--- config.mk ---
export PLATFORM = sky130hd
export DESIGN_NAME = gather_addr_gen
export DESIGN_NICKNAME = d
export VERILOG_FILES = /design/src/rtl/gag_pkg.sv /design/src/rtl/gag_mode_resolve.sv /design/src/rtl/gag_offset_extend.sv /design/src/rtl/gag_scale_add.sv /design/src/rtl/gather_addr_gen.sv
export SDC_FILE = /design/constraint.sdc
export NUM_CORES = 1
export LEC_CHECK = 0
export BUFFER_PORTS_ARGS = -buffer_cell sky130_fd_sc_hd__clkbuf_2
export CORE_MARGIN = 3
export CORE_UTILIZATION = 34
export CTS_BUF_LIST = sky130_fd_sc_hd__clkbuf_8
export DETAILED_ROUTE_END_ITERATION = 6
export PLACE_DENSITY = 0.59
export SYNTH_ARGS = -nofsm -noshare
export SYNTH_HDL_FRONTEND = slang
export SYNTH_SLANG_ARGS = --single-unit
--- constraint.sdc ---
create_clock -name clk -period 4.6 [get_ports clk]
set_input_delay 0.92 -clock clk [delete_from_list [all_inputs] [get_ports clk]]
set_output_delay 0.92 -clock clk [all_outputs]
set_load 0.02 [all_outputs]
--- src/rtl/gag_pkg.sv ---
// Package: shared widths and the resolved mode type for the gather address generator.
// Assumes: address and element widths are equal; the narrow offset is narrower than both.
package gag_pkg;
    localparam int unsigned GAG_ADDR_W   = 64;
    localparam int unsigned GAG_NARROW_W = 32;

    // Mode after the layout rules have been applied.
    typedef struct packed {
        logic use_wide;   // take the whole element as an unsigned offset
        logic use_sext;   // sign-fill the narrow offset
        logic dbl;        // shift offset left by one
    } gag_mode_t;
endpackage

--- src/rtl/gag_mode_resolve.sv ---
// Module: folds the raw instruction mode bits into the effective mode.
// Assumes: a 32-bit element layout can only carry a narrow offset, and a
// full-width offset is never sign-filled.
module gag_mode_resolve
    import gag_pkg::*;
(
    input  logic      elem_wide_i,
    input  logic      off_wide_i,
    input  logic      sext_i,
    input  logic      scale_i,
    output gag_mode_t mode_o
);
    // Apply the layout restrictions to the requested offset form.
    always_comb begin
        mode_o.use_wide = elem_wide_i & off_wide_i;
        mode_o.use_sext = ~(elem_wide_i & off_wide_i) & sext_i;
        mode_o.dbl      = scale_i;
    end

    // A full-width offset must never be sign-filled.
    always_comb begin
        if (mode_o.use_wide) begin
            assert (!mode_o.use_sext) else $error("AST_WIDE_UNSIGNED");
        end
    end
endmodule

--- src/rtl/gag_offset_extend.sv ---
// Module: picks the offset field out of an index element and widens it.
// Assumes: NARROW_W < ELEM_W; the upper element bits are don't-care when narrow.
module gag_offset_extend #(
    parameter int unsigned ELEM_W   = 64,
    parameter int unsigned NARROW_W = 32
) (
    input  logic [ELEM_W-1:0] elem_i,
    input  logic              use_wide_i,
    input  logic              use_sext_i,
    output logic [ELEM_W-1:0] off_o
);
    localparam int unsigned FILL_W = ELEM_W - NARROW_W;

    logic [NARROW_W-1:0] narrow;
    logic [FILL_W-1:0]   fill;

    // Build the fill bits for the narrow form from the chosen extension.
    always_comb begin
        narrow = elem_i[NARROW_W-1:0];
        fill   = {FILL_W{use_sext_i & narrow[NARROW_W-1]}};
    end

    // Choose between the whole element and the widened narrow field.
    always_comb begin
        off_o = use_wide_i ? elem_i : {fill, narrow};
    end
endmodule

--- src/rtl/gag_scale_add.sv ---
// Module: optional one-bit left shift of the offset followed by a wrapping add.
// Assumes: offset and base share a width; the carry out of the top bit is dropped.
module gag_scale_add #(
    parameter int unsigned ADDR_W = 64
) (
    input  logic [ADDR_W-1:0] base_i,
    input  logic [ADDR_W-1:0] off_i,
    input  logic              dbl_i,
    output logic [ADDR_W-1:0] sum_o
);
    logic [ADDR_W-1:0] scaled;

    // Halfword scaling: drop the top bit and insert a zero at the bottom.
    always_comb begin
        scaled = dbl_i ? {off_i[ADDR_W-2:0], 1'b0} : off_i;
    end

    // Modulo-2^ADDR_W sum of base and scaled offset.
    always_comb begin
        sum_o = base_i + scaled;
    end
endmodule

--- src/rtl/gather_addr_gen.sv ---
// Module: top of the gather element address generator. Resolves the mode,
// widens the offset, scales and adds it to the base, and registers the result.
// Assumes: one element per cycle, no back-pressure; addr_o holds when idle.
module gather_addr_gen
    import gag_pkg::*;
#(
    parameter int unsigned ADDR_W   = GAG_ADDR_W,
    parameter int unsigned NARROW_W = GAG_NARROW_W
) (
    input  logic              clk,
    input  logic              rst_n,
    input  logic              in_valid,
    input  logic [ADDR_W-1:0] base_i,
    input  logic [ADDR_W-1:0] elem_i,
    input  logic              elem_wide_i,
    input  logic              off_wide_i,
    input  logic              sext_i,
    input  logic              scale_i,
    output logic              out_valid,
    output logic [ADDR_W-1:0] addr_o
);
    localparam logic [ADDR_W-1:0] NARROW_SPAN = ADDR_W'(1) << (NARROW_W + 1);

    gag_mode_t         mode;
    logic [ADDR_W-1:0] off_ext;
    logic [ADDR_W-1:0] sum;

    gag_mode_resolve u_mode (
        .elem_wide_i (elem_wide_i),
        .off_wide_i  (off_wide_i),
        .sext_i      (sext_i),
        .scale_i     (scale_i),
        .mode_o      (mode)
    );

    gag_offset_extend #(
        .ELEM_W   (ADDR_W),
        .NARROW_W (NARROW_W)
    ) u_ext (
        .elem_i     (elem_i),
        .use_wide_i (mode.use_wide),
        .use_sext_i (mode.use_sext),
        .off_o      (off_ext)
    );

    gag_scale_add #(
        .ADDR_W (ADDR_W)
    ) u_add (
        .base_i (base_i),
        .off_i  (off_ext),
        .dbl_i  (mode.dbl),
        .sum_o  (sum)
    );

    // Output stage: capture the address on a valid element, hold otherwise.
    always_ff @(posedge clk) begin
        if (!rst_n) begin
            out_valid <= 1'b0;
            addr_o    <= '0;
        end else begin
            out_valid <= in_valid;
            if (in_valid) begin
                addr_o <= sum;
            end
        end
    end

    AST_VALID_RISE: assert property (@(posedge clk) disable iff (!rst_n)
        in_valid |=> out_valid);
    AST_VALID_IDLE: assert property (@(posedge clk) disable iff (!rst_n)
        !in_valid |=> !out_valid);
    AST_ADDR_HOLD: assert property (@(posedge clk) disable iff (!rst_n)
        !in_valid |=> $stable(addr_o));
    AST_SCALE_LSB: assert property (@(posedge clk) disable iff (!rst_n)
        (in_valid && scale_i) |=> (addr_o[0] == $past(base_i[0])));
    AST_ZEXT_SPAN: assert property (@(posedge clk) disable iff (!rst_n)
        (in_valid && !(elem_wide_i && off_wide_i) && !sext_i)
        |=> ((addr_o - $past(base_i)) < NARROW_SPAN));
    AST_SEXT_NEG: assert property (@(posedge clk) disable iff (!rst_n)
        (in_valid && !(elem_wide_i && off_wide_i) && sext_i && elem_i[NARROW_W-1])
        |=> ((addr_o - $past(base_i)) >= (~NARROW_SPAN + ADDR_W'(1))));
endmodule

==> reports/results.tsv <==
metric	value	unit
drc	0	
relSlewSlack	50.59	%
status	finished, final reports clean	
p_leak	4.175	nW
crit_required	4.87	ns
yosys.area.top_type	dfxtp_1	
critPathKind	input port to register	
synthTopCellsByArea	dfxtp_1, ha_1, mux2i_1, a21oi_1, nor2_1	
ys_async_sr_fraction	0	%
ff2ff_setup_slack	3.85	ns
timing.rr.start	addr_o[58]	
fin_nets	1341	
clk_latency	0.36	ns
path_clk_slew	0.08	ns
crit_path_start_kind	input port	
syn2layout_area_growth	23.29	%
finalCritPeriodShare	92.32	%
die_x	150.2	um
num_antenna_cells	0	
hpwlAfterDp	19.68	mm
core_region_area	20360	um2
cap_violations	0	
netlist_instances	936	
finalHoldViolCount	0	
synth_cell_types	68	
drive_gt1_share	27.23	%
cts_setup_buffers	0	
hold_path_class	register to register	
final.setup.tns	0	ns
rows	52	
syn_avg_cell_area	7.558	um2
dieHeight	150.2	um
cp-end-kind	register	
num_vias	7661	
stdcell_count	1416	
cp-endpoint	addr_o[58]	
holdWs	0.4581	ns
ys_seq_area_share	18.39	%
clock.fmax	235.5	MHz
ir_drop	0.2055	mV
drtIter0Drc	493	
portBuffers	199	
htreeDepth	3	
clkSinkCount	65	
place_ws	-0.02151	ns
maxSlewViolCount	0	
initial_core_util	34.74	%
reg2regPathDepth	1	
cts_repair_resize_count	0	
finalClockSkew	0	ns
synth_nets	1135	
root_buffer	clkbuf_8	
rsz0062_at_grt	false	
startpoint	scale_i	
first_pass_iters	5	
wl	23.87	mm
final.setup.worst_slack	0.3534	ns
cp.arrival	4.51	ns
ios	200	
cp_max_fo	21	
final_core_util	42.83	%
dieArea	22570	um2
grt_pass1_wl	37.30	mm
ys_warn_count	0	
ys.flop_type	dfxtp_1	
finalInstanceArea	8722	um2
grt_max_degree	33	
synth-seq-cells	65	
nFillCells	2160	
syn_area	7074	um2
worst_pin_slew	0.7367	ns
numCtsBuffers	9	
routedWlPerCell	16.86	um
ant_nets	0	
grt_antenna_before_repair	0	
final_common_cell	clkbuf_2	
r2r_end	addr_o[58]	
cts_tree	built	
postCtsHoldBufs	0	
dpl-instance-area	8559	um2
clockBufferDepth	2	
dp_cells	1401	
synth_edf_count	0	
grt_pass1_vias	7285	
min_period	4.247	ns
synth_top_area_share	18.39	%
via_per_inst	5.410	
setup_viol	0	
track_usage	20.51	%
grt-ovfl-total	0	
mostFrequentLayoutCells	clkbuf_2, nor2_1, a21oi_1, nand2_1, dfxtp_1	
gp_routability_congestion	0.9165	
p_per_area	273.9	nW/um2
power	2.389	mW
routing by layer:
| metal | global-route usage, % | vias to the layer above | part of all wire, % |
|---|---|---|---|
| met1 | 27.98 | 3536 | 47 |
| met4 | 4.026 | 0 | 1.1 |
| li1 | - | 3885 | - |
| met3 | 3.733 | 14 | 5.8 |
| met5 | 0 | - | 0 |
| met2 | 34.06 | 226 | 47 |
report_power, final:
group | switching (mW) | internal, mW | leakage (nW)
Sequential | 0.0463 | 0.637 | 0.537
Clock | 0.243 | 0.202 | 0.0905
Combinational | 0.742 | 0.518 | 3.55
registers in the layout, indices dropped and copies added (netlist names):
signal / flops
out_valid: 1
addr_o: 64
synth_stat cells, drive strengths merged, types with 24 or more instances:
cell and instances:
nand4 25, mux2 31, mux2i 57, ha 63, a31oi 36, clkbuf 41, inv 27, a21oi 89
a21o 33, nand2 79, xnor2 27, nor2 93, o21ai 48, dfxtp 65, nand3 24
layout make-up:
cell class                 count  area (um2)  share of cell area, %
clock inverter                 5       25.02                 0.2869
sequential                    65        1301                  14.92
inverter                      29       108.9                  1.248
tap                          270       337.8                  3.873
clock buffer                  10       137.6                  1.578
multi-input combinational    780        5378                  61.66
timing repair buffer         257        1434                  16.44
worst min path at each step:
| stage | startpoint | end | depth (start not counted) |
|---|---|---|---|
| after floorplan | addr_o[35] | addr_o[35] | 2 |
| final | addr_o[51] | addr_o[51] | 2 |
| after global routing | addr_o[60] | addr_o[60] | 1 |
| after CTS | addr_o[46] | addr_o[46] | 2 |
| after global placement | addr_o[51] | addr_o[51] | 2 |
| after detailed placement | addr_o[51] | addr_o[51] | 2 |
cells by family after synthesis:
kind of cell | count (synthesis) | synth area share [%]
compound gates | 306 | 27.93
simple gates | 276 | 17.97
buf+inv | 91 | 5.589
mux | 88 | 13.00
flops | 65 | 18.39
fa+ha+maj | 64 | 11.43
xor+xnor | 46 | 5.695
worst max-delay path, stage by stage:
cell      delay, ns
buf_4          0.28
buf_4          0.22
mux2_2         0.33
ha_1           0.29
nand4_1        0.15
or2_0          0.28
a2111o_1       0.40
a311oi_2       0.37
o21ai_2        0.10
a21o_1         0.21
a2111o_1       0.44
o2111a_1       0.24
a221o_1        0.25
No activity file was read; power rests on OpenSTA's default activity.
